### config.mk
export PLATFORM = sky130hd
export DESIGN_NAME = tacho_period_meter
export DESIGN_NICKNAME = d
export VERILOG_FILES = /design/src/rtl/tacho_period_meter.sv
export SDC_FILE = /design/constraint.sdc
export NUM_CORES = 1
export LEC_CHECK = 0
export BUFFER_PORTS_ARGS = -buffer_cell sky130_fd_sc_hd__buf_2
export CAP_MARGIN = 10
export CORE_ASPECT_RATIO = 1.1
export CORE_MARGIN = 3
export CORE_UTILIZATION = 50
export DETAILED_ROUTE_END_ITERATION = 7
export PLACE_DENSITY_LB_ADDON = 0.08
export SLEW_MARGIN = 25
export SYNTH_ARGS = -nofsm -noshare
export SYNTH_HDL_FRONTEND = slang
export SYNTH_SLANG_ARGS = --single-unit
### constraint.sdc
create_clock -name clk -period 11.4 [get_ports clk]
set_input_delay 1.14 -clock clk [delete_from_list [all_inputs] [get_ports clk]]
set_output_delay 1.14 -clock clk [all_outputs]
set_load 0.01 [all_outputs]
### src/rtl/tacho_period_meter.sv
module tacho_period_meter #(
  parameter int CNT_W    = 16,
  parameter int RELOAD   = 999,
  parameter int PSC_MAX  = 6,
  parameter int AVG_N    = 8,
  parameter int ERR_MAX  = 4,
  parameter int FILT_LEN = 4,
  localparam int PSC_W   = $clog2(PSC_MAX + 1),
  localparam int DIV_W   = PSC_MAX + 1,
  localparam int ERR_W   = $clog2(ERR_MAX + 1),
  localparam int FLT_W   = $clog2(FILT_LEN + 1)
) (
  input  logic             clk,
  input  logic             rst_n,
  input  logic             en,
  input  logic             tacho_in,
  output logic [CNT_W-1:0] meas_count,
  output logic [7:0]       meas_pulses,
  output logic [PSC_W-1:0] meas_psc,
  output logic             meas_valid
);
  localparam logic signed [7:0] IDX_EMPTY = -8'sd1;
  localparam logic signed [7:0] IDX_OVER  = 8'sd127;
  localparam logic signed [7:0] N_S       = 8'(AVG_N);

  // input conditioning
  logic sy1, sy2, flt, flt_d;
  logic [FLT_W-1:0] fcnt;

  always_ff @(posedge clk) begin
    if (!rst_n) begin
      sy1 <= 1'b1; sy2 <= 1'b1; flt <= 1'b1; flt_d <= 1'b1;
      fcnt <= '0;
    end else begin
      sy1   <= tacho_in;
      sy2   <= sy1;
      flt_d <= flt;
      if (sy2 == flt) fcnt <= '0;
      else if (fcnt == FLT_W'(FILT_LEN - 1)) begin
        flt  <= sy2;
        fcnt <= '0;
      end else fcnt <= fcnt + 1'b1;
    end
  end

  wire fall = en & flt_d & ~flt;

  // window contexts and timer
  logic                    sel;
  logic [PSC_W-1:0]        psc     [2];
  logic [CNT_W-1:0]        t_start [2];
  logic [CNT_W-1:0]        t_end   [2];
  logic signed [7:0]       idx     [2];
  logic [DIV_W-1:0]        dcnt;
  logic [CNT_W-1:0]        tcnt;
  logic                    force_q;
  logic [ERR_W-1:0]        errs;

  wire [PSC_W-1:0] cur_psc = psc[sel];
  wire [DIV_W-1:0] dmax    = (DIV_W'(1) << cur_psc) - DIV_W'(1);
  wire tick  = en && (dcnt == dmax);
  wire wrap  = tick && (tcnt == CNT_W'(RELOAD));
  wire close = wrap || (en && force_q);
  wire cap   = fall && !close;

  wire signed [7:0] old = idx[sel];
  wire has_iv = old > 8'sd0;
  wire over   = old == IDX_OVER;
  wire under  = old < N_S;

  always_ff @(posedge clk) begin
    if (!rst_n) begin
      dcnt <= '0;
      tcnt <= '0;
    end else if (close) begin
      dcnt <= '0;
      tcnt <= '0;
    end else if (en) begin
      if (tick) begin
        dcnt <= '0;
        tcnt <= tcnt + 1'b1;
      end else dcnt <= dcnt + 1'b1;
    end
  end

  always_ff @(posedge clk) begin
    if (!rst_n) begin
      sel         <= 1'b0;
      force_q     <= 1'b0;
      errs        <= '0;
      meas_count  <= '0;
      meas_pulses <= '0;
      meas_psc    <= '0;
      meas_valid  <= 1'b0;
      for (int c = 0; c < 2; c++) begin
        psc[c]     <= PSC_W'(PSC_MAX);
        idx[c]     <= IDX_EMPTY;
        t_start[c] <= '0;
        t_end[c]   <= '0;
      end
    end else begin
      meas_valid <= 1'b0;
      if (close) begin
        force_q  <= 1'b0;
        idx[sel] <= IDX_EMPTY;
        sel      <= ~sel;
        if (has_iv) begin
          errs        <= '0;
          meas_valid  <= 1'b1;
          meas_psc    <= cur_psc;
          meas_pulses <= over ? 8'(AVG_N + 1) : $unsigned(old);
          meas_count  <= t_end[sel] - t_start[sel];
          if (over && cur_psc != '0) psc[sel] <= cur_psc - 1'b1;
        end else begin
          if (errs != ERR_W'(ERR_MAX)) errs <= errs + 1'b1;
          if (errs >= ERR_W'(ERR_MAX - 1)) begin
            meas_count <= '0;
            meas_valid <= 1'b1;
          end
        end
        if (under && cur_psc != PSC_W'(PSC_MAX)) psc[sel] <= cur_psc + 1'b1;
      end else if (cap) begin
        if (old == IDX_EMPTY) begin
          t_start[sel] <= tcnt;
          t_end[sel]   <= tcnt;
          idx[sel]     <= 8'sd0;
        end else if (!over && tcnt > t_end[sel]) begin
          t_end[sel] <= tcnt;
          if (under) idx[sel] <= old + 8'sd1;
          else begin
            idx[sel] <= IDX_OVER;
            force_q  <= 1'b1;
          end
        end
      end
    end
  end
endmodule

==> out/results.tsv <==
stage	metric	value	unit
outcome	outcome	complete, no violations	
sta	clock skew	0.00973	ns
worst_setup_path	Worst setup SP type	flop	
floorplan	die width	126	um
power_and_ir_drop	Clock power frac	46.0	%
grt	vias in the first global route	5425	
floorplan	core box area	0.0153	mm2
worst_setup_path	slowest stage cell, crit path	nand2b_1	
power_and_ir_drop	leakage power	3.33	nW
power_and_ir_drop	Gate power share	5.5	%
worst_setup_path	crit path cell chain	buf_4, mux2i_1, ha_1, and4_1, nand3_1, nor2_1, a41o_1, a2111oi_0, o21bai_2, a21oi_2, nand2b_1	
placed_design	detailed-placement wirelength estimate	11900	um
cts	Worst-Skew Late Latency	0.42	ns
logic_synthesis	Post-Syn Nets	798	
cts	cts hold-fix bufs	0	
cts	CTS tree	done	
sta	Final setup violation count	0	
cts	# clock sinks	150	
routing	drt via density	5.46	
power_and_ir_drop	switching power	0.253	mW
grt	GRT Overall Usage	19.1	%
routing	Pre-antenna DRT Iters	4	
final_layout	share of layout cells above drive strength 1	11.6	%
routing	drt total wl	16100	um
final_layout	Antenna Diode Count	0	
sta	worst-margin pin slew	0.995	ns
final_layout	FF/Latch Area	0.00386	mm2
final_layout	fill count	1294	
cts	Clock Pin Slew Worst Setup and Hold Paths	0.06	ns
floorplan	Starting Density	52.0	%
logic_synthesis	post-synth cell types	72	
sta	Slew HR	33.6	%
sta	PnR worst setup slack	6.49	ns
logic_synthesis	Avg Inst Size Synth	10.6	um2
placed_design	pre-CTS setup slack	6.39	ns
floorplan	die height	138	um
grt	initial antenna violation count	0	
placed_design	gpl congestion	0.822	
logic_synthesis	yosys warns	0	
logic_synthesis	register area share after synthesis	48.4	%
worst_setup_path	crit path max fanout	47	
sta	fin crit period	4.91	ns
routing	DRC	0	
cts	clock buffer depth	2	
grt	largest net degree at the start of global routing	48	
floorplan	FP Rows	47	
routing	DRT iter0 DRCs	304	
power_and_ir_drop	Internal Pwr Total	0.957	mW
logic_synthesis	EDFF count, synth	86	
sta	setup TNS	0	ns
final_layout	Area Overhead vs Synth	11.3	%
hold_path	HP Class	reg -> reg	
routing	Routed WL per cell	16.3	um
final_layout	multi-input logic area	0.00385	mm2
sta	final hold violations	0	
floorplan	Ports	32	
grt	total gr overflow	0	
worst_setup_path	CP Data Arrival Time	4.96	ns
logic_synthesis	post-synthesis cell area	0.00798	mm2
floorplan	die area	0.0175	mm2
sta	fin crit share	43.1	%
power_and_ir_drop	power per cell area	136	mW/mm2
sta	max-slew violation count	0	
routing	DR vias	5364	
cts	Num CTS Buffers	17	
grt	first-pass GRT wire length	27100	um
logic_synthesis	Synth Instances	751	
job	max_cap viols	0	
power_and_ir_drop	Sw Ratio	20.9	%
routing	post-route ant nets	0	
sta	Max Freq	0.204	GHz
power_and_ir_drop	sequential share of power	48.6	%
worst_setup_path	crit path capture type	flop	
power_and_ir_drop	Worst VDD drop	0.0985	mV
worst_setup_path	Setup CP Type	reg -> reg	
worst_setup_path	Required @ worst endpoint	11.45	ns
cts	H-Tree Level Count	4	
logic_synthesis	synthesized flop and latch total	150	
worst_setup_path	Max stage delay on crit path	0.64	ns
logic_synthesis	share of synthesized registers carrying an async set or reset	0	%
cts	Root Buffer	clkbuf_16	
cts	cts repair resizes	0	
logic_synthesis	Post-synth top flop	edfxtp_1	
placed_design	PortBufs	31	
cts	Post-CTS Setup Bufs	0	
sta	RSZ-0062 raised after global routing	no	
final_layout	fin nets	821	
==> final cells by class <==
cell class	instances	area share (%)
inverter	29	1.23
clock buffer	27	6.51
clock inverter	5	0.310
multi-input combinational	540	43.4
tap	196	2.76
timing repair buffer	36	2.26
sequential	150	43.6
==> synthesized netlist by cell type (all sizes together), types with 7 or more instances <==
cell type  count  share of area, %
edfxtp        86                32
nor2          69               3.3
and2          65               5.1
dfxtp         64                16
nand2         47               2.2
mux2i         45               5.6
ha            41               6.4
a21oi         34               2.3
xor2          29               3.3
inv           28               1.3
buf           21               1.5
nand3         19               1.2
o21ai         19               1.2
xnor2         17               1.9
or3           16               1.3
nor3          14              0.88
nand2b        13               1.0
a22oi         12               1.1
and3          12              0.94
clkbuf        11              0.52
o31ai          8              0.93
nand4          7              0.55
==> worst max-delay path: cells and delay by family, from the launching register on <==
kind            cells  cell delay, ns
mux                 1            0.37
flops               1            0.42
buf+inv             1            0.62
simple gates        4            1.12
compound gates      4            1.65
fa+ha+maj           1            0.31
==> path summary, 6_finish.rpt <==
kind	from	to	slack (ns)	cells past startpoint
max	flop	t_end[0][14]	6.49	11
min	sy1	sy2	0.41	1
max reg2reg	flop	t_end[0][14]	6.49	11
min reg2reg	sy1	sy2	0.41	1
==> per-stage QoR <==
step	total power, mW	hold WS [ns]	utilization (%)	std cells	instance area (um2)
global placement	0.663	0.404	53.8	950	8250
CTS	1.22	0.419	57.7	982	8860
finish	1.21	0.415	57.8	983	8870
detailed placement	0.665	0.398	53.8	950	8250
global route	1.25	0.449	57.8	983	8870
floorplan	0.649	0.386	-	751	7980
==> state kept, by name, summed over array words and instances (netlist names), named ones only <==
signal / flops
t_start: 32
flt_d: 1
meas_count: 16
meas_pulses: 8
sel: 1
sy1: 1
force_q: 1
sy2: 1
idx: 16
flt: 1
fcnt: 3
dcnt: 7
meas_valid: 1
errs: 3
psc: 6
meas_psc: 3
tcnt: 16
t_end: 32
==> layout by cell type, fill, tap and decap left out, types with 4 or more instances in the layout <==
master     synthesis  routed
a211oi_1           4       4
a21o_1             5       5
a21oi_1           31      31
a22oi_1           12      12
and2_1            65      65
and3_1            12      12
buf_2             12      31
buf_4              4       4
clkbuf_16          0      21
dfxtp_1           64      63
edfxtp_1          86      86
ha_1              41      41
inv_1             28      28
mux2i_1           45      45
nand2_1           47      47
nand2b_1          13      13
nand3_1           19      19
nand3b_1           4       4
nand4_1            7       7
nor2_1            67      67
nor2b_1            4       4
nor3_1            14      14
o211ai_1           4       4
o21a_1             4       4
o21ai_0           16      14
o21ai_1            3       4
o31ai_1            7       7
or3_1             16      16
xnor2_1           17      17
xor2_1            28      28
==> layer usage <==
layer | up-vias | GRT usage, % | share of wire, %
li1 | 2716 | - | -
met1 | 2538 | 26.2 | 48
met2 | 89 | 30.4 | 47
met3 | 21 | 3.97 | 3.4
met4 | 0 | 6.38 | 1.6
met5 | - | 0 | 0
==> cells by family (layout without fill, tap and decap cells) <==
logic type | Yosys count | after routing | share of synthesized area, %
AND/OR/NAND/NOR | 286 | 286 | 19.1
flip-flops | 150 | 150 | 48.4
AO/OA/AOI/OAI | 115 | 115 | 10.7
buffers and inverters | 61 | 97 | 3.34
multiplexers | 50 | 50 | 6.40
XOR/XNOR | 46 | 46 | 5.15
adder cells (fa/ha/maj) | 43 | 43 | 6.93
==> power groups by stage <==
stage,Sequential [mW],Combinational (mW),Clock (mW)
after floorplan,0.597,0.0513,0
after global placement,0.599,0.0646,0
after detailed placement,0.599,0.0658,0
after CTS,0.588,0.0663,0.566
after global routing,0.589,0.0753,0.589
final,0.588,0.0663,0.556
(Power assumes the default switching activity.)
